**src/rtl/uart_tx_stick.sv**
```systemverilog
module uart_tx_stick #(
  parameter int OVS = 16
) (
  input  logic       clk,
  input  logic       rst_n,
  input  logic       baud_tick,
  input  logic       wr_en,
  input  logic [7:0] wr_data,
  input  logic [1:0] wlen,
  input  logic       stop2,
  input  logic       par_en,
  input  logic       par_even,
  input  logic       par_stick,
  input  logic       brk,
  output logic       tx,
  output logic       thr_empty,
  output logic       tsr_empty
);
  localparam int CW = (OVS > 1) ? $clog2(OVS) : 1;
  localparam logic [CW-1:0] TLAST = CW'(OVS - 1);

  typedef enum logic [2:0] {S_IDLE, S_START, S_DATA, S_PAR, S_STOP} st_t;

  st_t        st;
  logic [7:0] hold, shf;
  logic       hold_full;
  logic [2:0] bidx, last_idx;
  logic       par_on, par_bit, two_stop, stop_idx;
  logic [CW-1:0] tcnt;
  logic       line;

  wire       load    = (st == S_IDLE) && hold_full;
  wire       bit_end = baud_tick && (tcnt == TLAST);
  wire [7:0] mask    = 8'hFF >> (2'd3 - wlen);
  wire       ones    = ^(hold & mask);
  wire       par_nx  = par_stick ? ~par_even : (par_even ? ones : ~ones);

  always_ff @(posedge clk or negedge rst_n) begin
    if (!rst_n) begin
      hold      <= '0;
      hold_full <= 1'b0;
    end else if (wr_en) begin
      hold      <= wr_data;
      hold_full <= 1'b1;
    end else if (load) begin
      hold_full <= 1'b0;
    end
  end

  always_ff @(posedge clk or negedge rst_n) begin
    if (!rst_n)                         tcnt <= '0;
    else if (load)                      tcnt <= '0;
    else if (st != S_IDLE && baud_tick) tcnt <= bit_end ? '0 : tcnt + 1'b1;
  end

  always_ff @(posedge clk or negedge rst_n) begin
    if (!rst_n) begin
      st       <= S_IDLE;
      shf      <= '0;
      bidx     <= '0;
      last_idx <= 3'd7;
      par_on   <= 1'b0;
      par_bit  <= 1'b0;
      two_stop <= 1'b0;
      stop_idx <= 1'b0;
    end else begin
      case (st)
        S_IDLE: if (load) begin
          shf      <= hold;
          last_idx <= {1'b0, wlen} + 3'd4;
          par_on   <= par_en;
          par_bit  <= par_nx;
          two_stop <= stop2;
          st       <= S_START;
        end
        S_START: if (bit_end) begin
          bidx <= '0;
          st   <= S_DATA;
        end
        S_DATA: if (bit_end) begin
          shf <= shf >> 1;
          if (bidx == last_idx) begin
            stop_idx <= 1'b0;
            st       <= par_on ? S_PAR : S_STOP;
          end else begin
            bidx <= bidx + 3'd1;
          end
        end
        S_PAR: if (bit_end) begin
          stop_idx <= 1'b0;
          st       <= S_STOP;
        end
        S_STOP: if (bit_end) begin
          if (two_stop && !stop_idx) stop_idx <= 1'b1;
          else                       st <= S_IDLE;
        end
        default: st <= S_IDLE;
      endcase
    end
  end

  always_comb begin
    case (st)
      S_START: line = 1'b0;
      S_DATA:  line = shf[0];
      S_PAR:   line = par_bit;
      default: line = 1'b1;
    endcase
  end

  assign tx        = line & ~brk;
  assign thr_empty = ~hold_full;
  assign tsr_empty = (st == S_IDLE);

  AST_START_LOW: assert property (@(posedge clk) disable iff (!rst_n)
    (st == S_START && !brk) |-> !tx);
  AST_IDX_RANGE: assert property (@(posedge clk) disable iff (!rst_n)
    (st == S_DATA) |-> (bidx <= last_idx));
  AST_HOLD_PHASE: assert property (@(posedge clk) disable iff (!rst_n)
    (st != S_IDLE && !baud_tick) |=> $stable(st));
  AST_STOP_HIGH: assert property (@(posedge clk) disable iff (!rst_n)
    (st == S_STOP && !brk) |-> tx);
  AST_BRK_LOW: assert property (@(posedge clk) disable iff (!rst_n)
    brk |-> !tx);
  AST_THR_CLR: assert property (@(posedge clk) disable iff (!rst_n)
    wr_en |=> !thr_empty);
  AST_LOAD_MOVE: assert property (@(posedge clk) disable iff (!rst_n)
    (!thr_empty && tsr_empty && !wr_en) |=> (thr_empty && !tsr_empty));
endmodule

```
**config.mk**
```make
export PLATFORM = sky130hd
export DESIGN_NAME = uart_tx_stick
export DESIGN_NICKNAME = d
export VERILOG_FILES = /design/src/rtl/uart_tx_stick.sv
export SDC_FILE = /design/constraint.sdc
export NUM_CORES = 1
export LEC_CHECK = 0
export BUFFER_PORTS_ARGS = -buffer_cell sky130_fd_sc_hd__buf_2
export CORE_ASPECT_RATIO = 0.6
export CORE_MARGIN = 2
export CORE_UTILIZATION = 50
export DETAILED_ROUTE_END_ITERATION = 7
export GPL_TIMING_DRIVEN = 0
export HOLD_SLACK_MARGIN = 0.15
export PLACE_DENSITY_LB_ADDON = 0.1
export SETUP_SLACK_MARGIN = 0.4
export SYNTH_ARGS = -nofsm -noshare
export SYNTH_HDL_FRONTEND = slang
export SYNTH_SLANG_ARGS = --single-unit
export TNS_END_PERCENT = 1
```
**constraint.sdc**
```tcl
create_clock -name clk -period 3.9 [get_ports clk]
set_input_delay 0.39 -clock clk [delete_from_list [all_inputs] [get_ports clk]]
set_output_delay 0.39 -clock clk [all_outputs]
set_load 0.03 [all_outputs]
```
==> results.md, run 1 <==
* Post-Synth Adder-Cell Area at 1.46%
* Max Cap Violations at 0
* Setup_tns at 0 ns
* Setup violators final at 0
* Mux share of post-synthesis cell area at 11.4%
* Fmax at 503 MHz
* CP cell instances: buf_6 > or3_1 > buf_2 > inv_4 > buf_2
* Initial core utilization at 52.4%
* Hold Path Class: input pin to asynchronous set/reset pin
* GRT Residual Overflow at 0
* Worst setup margin at 1.91 ns
* Clk network pwr share at 21.3%
* GPL Wtd Cong at 0.799
* Post-CTS Setup Bufs at 0
* Count leader, synth: dfrtp_1
* Post_cts resized at 0
* Net Sw Power at 0.000420 W
* Final Hold Fails at 0
* Worst slew pin tran at 0.732 ns
* Critical path's most frequent cell: buf_2
* Vias at 1,332
* Largest cells by area after synthesis: dfrtp_1 45%, mux2_2 7.9%, o21ai_0 4.1%
* Min Tclk post-route at 1.99 ns
* CP max stage cell: dfrtp_1
* Crit path from: st[2]
* Final WL at 3490 µm
* Layout cells sized above 1 at 26.8%
* Detailed Route Iter0 Violations at 62
* CP Data Required Time at 3.51 ns
* CTS Hold Buffers Added at 0
* Pwr Density at 598 nW/µm²
* Synth area leader: dfrtp_1
* Unrepaired setup endpoints after global routing: no
* Die area at 3920 µm²
* Crit path max-delay family: buffers and inverters
* GR Util met2 at 32.5%
* Ant. Diodes at 0
* Maximum number of pins on one net before global-route repair at 34
* Crit path buf inv count at 4
* Fin. max-slew vios at 0
* Port bufs at 20
* CP Class: flip-flop to output port
* Syn Inst Count at 166
* Die Y at 49.3 µm
* Fin crit share at 51.0%
* Critical R2R Launch: tcnt[0]
* Largest family of logic cells by synthesized area: compound AO/OA/AOI/OAI gates
* Post-Syn Area per Cell at 10.3 µm²
* CTS buffer count at 5
* Seq cells post-synth at 33
* Remaining DRCs at 0
* Setup crit end kind: output port
* Clock latency on the worst-skew pair at 0.28 ns
* Antenna Nets Post-Route at 0
* Most used DFF post-synth: dfrtp_1
* Routed vias/inst at 5.57
* Htree depth at 2
* Combinational Power Share at 34.4%
* Run status: finished clean
* Most instantiated cells after synthesis: 31 x dfrtp_1, 18 x nor2_1, 15 x nand2_1, 14 x o21ai_0, 12 x mux2_2
* Int Pwr at 0.000745 W
* Drt wl/cell at 14.6 µm
* Max FO, Critical Path at 9
* Post-synthesis sequential area ratio at 48.4%
* Vias in the first global route at 1,383
* EDFF count, synth at 0
* Post-synthesis simple-gate area fraction at 13.8%
* M3 GR Usage at 5.74%
* Worst setup SP type: flip-flop
* Switching share of power at 36.1%
* Worst ir drop on vdd at 0.321 mV
* First-pass GRT wire length at 6150 µm
* Most used routing layer: met2
* Part of the power in registers at 44.3%
* Leakage power at 0.913 nW
* I/O pins at 22
* CP Data Arrival Time at 1.60 ns
* CTS clk-pin slew, worst paths at 0.07 ns
* Post-synth top area share at 45.4%
* Async set-or-reset flop fraction in the synthesized netlist at 100%
* Post-Syn Area at 1710 µm²
* Post-DP HPWL at 2660 µm
* Gr usage total at 20.5%
* CTS tree: done
* Post-synth cell types at 39
* Clock tree buffer depth at 2
* Post-synthesis compound-gate area fraction at 16.4%
* Slowest cell delay on critical path at 0.37 ns
* XOR/XNOR Fraction of Synth Area at 4.39%
* Worst slack at placement at 2.08 ns
* CTS sink count at 33
* Area growth from synthesis to layout at 14.0%
* Grt met1 use at 27.5%
* Clock skew at 0.00713 ns
* Syn_nets at 187
* Clock Root Buffer: clkbuf_8
* Initial antenna violation count at 0
* Core Region at 3260 µm²
* Die Width at 79.5 µm
* Nets at 214
* Rows at 16
* Slew HR at 51.2%
* Drt pass-1 iters at 4
* Yosys Warn Count at 0
==> power groups by stage <==
stage / registers, W / clock network, W / logic [W]
floorplan: 0.000499 / 0 / 0.000313
global placement: 0.000515 / 0 / 0.000381
detailed placement: 0.000521 / 0 / 0.000401
CTS: 0.000515 / 0.000255 / 0.000404
global route: 0.000529 / 0.000270 / 0.000450
finish: 0.000516 / 0.000248 / 0.000401
==> cell type report <==
class | instances | area [µm²]
repair buffers | 20 | 100
plain buffers | 7 | 46.3
clock inverters | 2 | 10.0
well taps | 45 | 56.3
clock buffers | 6 | 72.6
inverters | 6 | 25.0
flip-flops and latches | 33 | 828
fillers | 277 | 1310
multi-input cells | 120 | 811
==> worst paths after layout <==
kind	endpoint	slack (ns)	depth (start not counted)
min in group clk	hold[7]	0.33	2
max in group asynchronous	hold[1]	3.27	1
setup reg to reg	bidx[2]	2.04	6
hold / removal	tcnt[2]	0.16	1
hold reg to reg	par_bit	0.50	2
setup / recovery	tsr_empty	1.91	5
==> cell families (layout without fill, tap and decap cells) <==
logic type	count (synthesis)	in the layout
flip-flops	33	33
AND/OR/NAND/NOR	50	50
XOR/XNOR	7	7
buffers and inverters	13	41
multiplexers	18	18
adder cells (fa/ha/maj)	2	2
AO/OA/AOI/OAI	43	43
==> state kept, by name (all words and copies together), names as in the netlist <==
signal     count
shf            8
par_on         1
stop_idx       1
hold_full      1
bidx           3
two_stop       1
hold           8
st             3
par_bit        1
tcnt           4
last_idx       2
==> cell usage in the layout (no fill, tap or decap), types with 3 or more instances in the layout <==
| cell type | count |
|---|---|
| buf_2 | 24 |
| o21ai_0 | 14 |
| nand3_1 | 4 |
| a21oi_1 | 11 |
| mux2i_1 | 6 |
| nor2b_1 | 3 |
| clkbuf_8 | 5 |
| o31ai_1 | 4 |
| nor2_1 | 18 |
| xnor2_1 | 4 |
| dfrtp_1 | 31 |
| inv_1 | 5 |
| nand2_1 | 15 |
| mux2_2 | 12 |
==> per-layer routing <==
metal	vias up	part of all wire (%)	routed length, µm
met3	4	3.8	133
met1	658	48	1680
met4	0	0.94	33
met2	26	47	1650
met5	-	0	0
li1	644	-	-
==> through the flow <==
stage          instances  hold WS [ns]  utilization (%)  power (W)  cell area (µm²)
6_report             239         0.161             59.7    0.00117             1950
5_1_grt              239         0.217             59.7    0.00125             1950
4_1_cts              239         0.181             59.7    0.00117             1950
3_5_place_dp         231         0.484             57.2   0.000922             1870
3_3_place_gp         231         0.469             57.2   0.000897             1870
2_1_floorplan        166        0.0944                -   0.000812             1710
==> worst reg2reg max path, stage by stage, from the launching register on <==
cell and delay (ns):
dfrtp_1 0.40, ha_1 0.20, nand4_1 0.36, nor2_1 0.30
o21ai_0 0.20, o21ai_0 0.18, o21ai_0 0.10
(Power assumes the default switching activity.)
==> inputs of run 2 (changes only) <==
--- a/config.mk
+++ b/config.mk
@@ -5,6 +5,7 @@
 export SDC_FILE = /design/constraint.sdc
 export NUM_CORES = 1
 export LEC_CHECK = 0
+export ABC_AREA = 1
 export BUFFER_PORTS_ARGS = -buffer_cell sky130_fd_sc_hd__buf_2
 export CORE_ASPECT_RATIO = 0.6
 export CORE_MARGIN = 2
==> constraint.sdc (replaced) <==
create_clock -name clk -period 1.9 [get_ports clk]
set_input_delay 0.19 -clock clk [delete_from_list [all_inputs] [get_ports clk]]
set_output_delay 0.19 -clock clk [all_outputs]
set_load 0.03 [all_outputs]
==> results.md, run 2 <==
* Commonest non-fill, non-tap cell in the layout: nand2_1
* Worst slew pin tran at 0.734 ns
* Met1 Wirelength at 2030 µm
* Pwr Density at 1390 nW/µm²
* Layout cells sized above 1 at 24.0%
* Count leader, synth: nand2_1
* CTS clk-pin slew, worst paths at 0.07 ns
* CTS buffer count at 5
* Synth area leader: dfrtp_1
* Syn Inst Count at 210
* Rows at 16
* Most used DFF post-synth: dfrtp_1
* Seq cells post-synth at 33
* Final non-filler cell total at 299
* Worst R2R End: bidx[0]
* Clk network pwr share at 19.3%
* Port bufs at 21
* Leakage power at 1.08 nW
* Commonest cells after routing, fill and taps aside: 64 x nand2_1, 29 x dfrtp_1, 25 x inv_1
* Drt wl/cell at 13.6 µm
* Initial core utilization at 52.8%
* CP Class: flip-flop to output port
* Part of the power in registers at 37.1%
* CP Data Arrival Time at 1.38 ns
* Worst ir drop on vdd at 0.649 mV
* First-pass GRT wire length at 6840 µm
* Die Y at 49.8 µm
* Reg2reg path depth at 8
* Antenna Nets Post-Route at 0
* Clock skew at 0.00569 ns
* Clock tree buffer depth at 2
* Post-DP HPWL at 2900 µm
* Hold Crit Start: wlen[0]
* Yosys Warn Count at 0
* Crit path from: st[0]
* Setup violators final at 0
* Worst setup SP type: flip-flop
* Vias at 1,551
* GPL Wtd Cong at 0.870
* R2r setup slk at 0.41 ns
* Remaining DRCs at 0
* Slowest cell delay on critical path at 0.42 ns
* CP Data Required Time at 1.71 ns
* Die Width at 80.3 µm
* Gr usage total at 23.0%
* Post-synth top area share at 44.5%
* Hold path endpoint: last_idx[0]
* Fin crit share at 82.4%
* CTS tree: done
* Syn_nets at 231
* Initial antenna violation count at 0
* Largest cells by area after synthesis: dfrtp_1 44%, nand2_1 14%, inv_1 5.4%
* Fin. max-slew vios at 0
* Drt pass-1 iters at 4
* Top Metal Used: met4
* Placed insts at 276
* Async set-or-reset flop fraction in the synthesized netlist at 100%
* Final Hold Fails at 0
* Detailed Route Iter0 Violations at 89
* Reg area at 831 µm²
* Clock Root Buffer: clkbuf_8
* Unrepaired setup endpoints after global routing: yes
* Hold-critical path depth at 3
* Fill cell count at 270
* Setup_tns at 0 ns
* Min Tclk post-route at 1.57 ns
* Area post-placement at 1910 µm²
* EDFF count, synth at 0
* WL met3 at 175 µm
* Final WL at 4050 µm
* Slew HR at 51.1%
* Top flop regs: hold x8, shf x8, tcnt x4
* Post-synth cell types at 32
* Combinational Power Share at 43.5%
* CP max stage cell: dfrtp_1
* Met2 WL post-DR at 1760 µm
* Routed vias/inst at 5.19
* Area of the multi-input gates at 811 µm²
* Setup crit end kind: output port
* Run status: finished clean
* Critical R2R Launch: st[2]
* Post-route design area at 2190 µm²
* Nets at 274
* Area growth from synthesis to layout at 25.3%
* Vias in the first global route at 1,534
* GRT Residual Overflow at 0
* CTS sink count at 33
* Max FO, Critical Path at 4
* Clock latency on the worst-skew pair at 0.29 ns
* Fmax at 638 MHz
* Core Region at 3300 µm²
* Hold Path Class: input pin to flip-flop
* Post-Syn Area per Cell at 8.31 µm²
* Post-Syn Area at 1740 µm²
* Int Pwr at 0.00178 W
* Die area at 3990 µm²
* Post-synthesis sequential area ratio at 47.5%
* CP cell instances: inv_2 > nand2_2 > a311oi_2 > buf_4
* Htree depth at 2
* Most instantiated cells after synthesis: 65 x nand2_1, 31 x dfrtp_1, 25 x inv_1, 15 x nand3_1, 14 x o21ai_1
* Max Cap Violations at 0
* Ant. Diodes at 0
* I/O pins at 22
* Maximum number of pins on one net before global-route repair at 34
* Switching share of power at 41.7%
* Net Sw Power at 0.00127 W
[run 2: cell count changes after synthesis, sizes merged, moves of 7 or more]
cell / change
nand2: +53
inv: +23
nor2: -13
mux2: -12
nand3: +11
o21ai: +8
o211ai: +7
[run 2: through the flow]
stage	hold WS (ns)	total power (W)	setup slack [ns]	utilization, %
4_1_cts	0.153	0.00300	0.373	65.3
3_3_place_gp	0.280	0.00226	0.321	57.9
5_1_grt	0.165	0.00327	0.277	66.2
6_report	0.170	0.00304	0.334	66.2
3_5_place_dp	0.293	0.00233	0.266	57.9
2_1_floorplan	-0.106	0.00203	0.512	-
[run 2: worst max-delay path: cells and delay by family, from the launching register on]
| kind | cells | cell delay (ns) |
|---|---|---|
| DFF | 1 | 0.42 |
| AOI/OAI and AO/OA | 1 | 0.28 |
| and+or+nand+nor | 1 | 0.06 |
| buffers and inverters | 2 | 0.33 |
[run 2: layout make-up]
class	count	area share, %
Buffer	3	1.03
Timing Repair Buffer	36	11.4
Sequential cell	33	38.0
Clock buffer	7	4.41
Clock inverter	1	0.229
Inverter	29	5.21
Multi-Input combinational cell	145	37.1
Tap cell	45	2.58
[run 2: power by group through the flow]
stage                     Clock, W  Combinational, W  Sequential (W)
after CTS                 0.000601           0.00128         0.00112
after global routing      0.000625           0.00150         0.00115
after detailed placement         0           0.00121         0.00113
after floorplan                  0          0.000957         0.00107
final                     0.000589           0.00133         0.00113
after global placement           0           0.00115         0.00111
[run 2: timing repair]
| item | CTS | global route |
|---|---|---|
| pin swaps | 2 | 1 |
| hold buffers | 11 | 0 |
| endpoints found under the hold margin | 41 | 0 |
| setup buffers | 3 | 1 |
| setup endpoints to repair | 17 | 20 |
| gates resized for setup | 4 | 6 |
[run 2: worst max-delay path by stage]
stage,end,slack [ns],cells past startpoint
2_1_floorplan,st[0],0.51,6
3_3_place_gp,st[0],0.32,6
3_5_place_dp,st[2],0.27,6
4_1_cts,tx,0.37,4
5_1_grt,tx,0.28,4
6_report,tx,0.33,4
[run 2: metal layers]
layer	global-route usage (%)	up-vias
met5	0	-
met4	9.04	0
met3	7.14	11
met2	34.0	36
met1	31.7	726
li1	-	778
[run 2: cell families (layout without fill, tap and decap cells)]
kind of cell    count (synthesis)  after routing  share of synthesized area [%]
flops                          33             33                           47.5
fa+ha+maj                       2              2                           1.43
xor+xnor                        7              7                           3.52
compound gates                 43             43                           16.5
simple gates                   93             93                           23.2
buf+inv                        32             76                           7.82
==> inputs of run 3 (changes only) <==
==> constraint.sdc (replaced) <==
create_clock -name clk -period 1.3 [get_ports clk]
set_input_delay 0.13 -clock clk [delete_from_list [all_inputs] [get_ports clk]]
set_output_delay 0.13 -clock clk [all_outputs]
set_load 0.03 [all_outputs]
==> results.md, run 3 (synthesized netlist as in run 2, its figures left out) <==
* Initial core utilization at 52.8%
* Failing checks: hold timing, setup timing
* GPL Wtd Cong at 0.872
* Gr usage total at 24.6%
* Layout cells sized above 1 at 26.2%
* Worst ir drop on vdd at 1.12 mV
* Max Cap Violations at 0
* Antenna Nets Post-Route at 0
* Drt pass-1 iters at 4
* Die Width at 80.3 µm
* Area post-placement at 1910 µm²
* CTS sink count at 33
* Setup violators final at 23
* Post-DP HPWL at 2870 µm
* Ant. Diodes at 0
* Routed vias/inst at 5.31
* Slew HR at 50.9%
* CP Class: flip-flop to output port
* CP Data Required Time at 1.17 ns
* Port bufs at 21
* Nets at 280
* Maximum number of pins on one net before global-route repair at 34
* Die area at 3990 µm²
* Fin. max-slew vios at 0
* First-pass GRT wire length at 7280 µm
* Die Y at 49.8 µm
* Clock Root Buffer: clkbuf_8
* Leakage power at 1.12 nW
* Detailed Route Iter0 Violations at 216
* CTS buffer count at 5
* Fmax at 655 MHz
* Setup_tns at -2.61 ns
* Max FO, Critical Path at 4
* CP cell instances: inv_2 > nand2_2 > a311oi_2 > buf_4
* Reg2reg path depth at 7
* CTS tree: done
* Htree depth at 2
* Final WL at 4530 µm
* Slowest cell delay on critical path at 0.43 ns
* Drt wl/cell at 14.8 µm
* Initial antenna violation count at 0
* Final Hold Fails at 31
* Setup crit end kind: output port
* Unrepaired setup endpoints after global routing: yes
* Worst setup SP type: flip-flop
* Commonest cells after routing, fill and taps aside: 63 x nand2_1, 29 x dfrtp_1, 24 x inv_1
* Pwr Density at 2120 nW/µm²
* Core Region at 3300 µm²
* Worst slew pin tran at 0.737 ns
* CTS Hold Buffers Added at 14
* Remaining DRCs at 0
* Worst setup margin at -0.226 ns
* CTS clk-pin slew, worst paths at 0.07 ns
* Top flop regs: hold x8, shf x8, tcnt x4
* Clock skew at 0.00168 ns
* Min Hold Slack at -0.109 ns
* I/O pins at 22
* Min Tclk post-route at 1.53 ns
* Rows at 16
* Run status: finished with violations
* CP Data Arrival Time at 1.40 ns
* Clock latency on the worst-skew pair at 0.29 ns
* GRT Residual Overflow at 0
* Post-route design area at 2300 µm²
* Area growth from synthesis to layout at 31.9%
* CP max stage cell: dfrtp_1
* Fin crit share at 117%
* Commonest non-fill, non-tap cell in the layout: nand2_1
* Hold Path Class: input pin to asynchronous set/reset pin
* Vias in the first global route at 1,558
* Clock tree buffer depth at 2
* Vias at 1,621
run 3: changes by cell type in the layout (fill, tap and decap cells not counted), sizes merged:
cell	before	now
clkinv	1	0
buf	27	30
bufinv	0	1
dlygate4sd3	11	14
run 3: path summary, 6_finish.rpt:
path	startpoint	slack (ns)	endpoint
setup / recovery	st[0]	-0.23	tx
hold / removal	rst_n	-0.11	hold[0]
setup reg to reg	tcnt[0]	-0.18	st[1]
hold reg to reg	last_idx[1]	0.51	last_idx[1]
max in group asynchronous	rst_n	0.88	st[2]
min in group clk	wr_en	0.19	hold_full
run 3: cell type report:
| class | instances | area (µm²) |
|---|---|---|
| plain buffers | 3 | 22.5 |
| clock buffers | 7 | 86.3 |
| clock inverters | 1 | 30.0 |
| fillers | 244 | 1000 |
| inverters | 29 | 116 |
| multi-input cells | 145 | 850 |
| flip-flops and latches | 33 | 831 |
| well taps | 45 | 56.3 |
| repair buffers | 42 | 309 |
run 3: routing by layer:
| layer | part of all wire [%] | global-route usage, % | routed length, µm |
|---|---|---|---|
| met1 | 47 | 34.8 | 2110 |
| met2 | 46 | 35.8 | 2070 |
| met3 | 5.6 | 6.04 | 255 |
| met4 | 2.1 | 11.0 | 97 |
| met5 | 0 | 0 | 0 |
run 3: repair_timing:
action	4_1_cts	5_1_grt
hold endpoints to repair	45	31
pin swaps	2	6
resized for setup	11	10
endpoints found under the setup margin	28	28
buffers inserted	5	2
run 3: report_power, final:
part	leakage [nW]	total, W	switching [W]	internal [W]
combinational	0.663	0.00219	0.00134	0.000852
sequential	0.403	0.00167	0.000279	0.00139
clock	0.0585	0.00102	0.000390	0.000625
run 3: worst max-delay path, delay by kind of cell, from the launching register on:
family,cells,cell delay [ns]
AOI/OAI and AO/OA,1,0.28
buffers and inverters,2,0.32
and+or+nand+nor,1,0.07
DFF,1,0.43
run 3: stage by stage:
step	setup WS [ns]	util, %	instances	hold WS, ns	power (W)
finish	-0.226	69.7	305	-0.109	0.00487
global route	-0.271	69.7	305	-0.0532	0.00517
CTS	-0.179	67.6	303	-0.0874	0.00461
detailed placement	-0.311	57.9	276	0.231	0.00342
global placement	-0.255	57.9	276	0.220	0.00331
floorplan	-0.0637	-	210	-0.166	0.00297
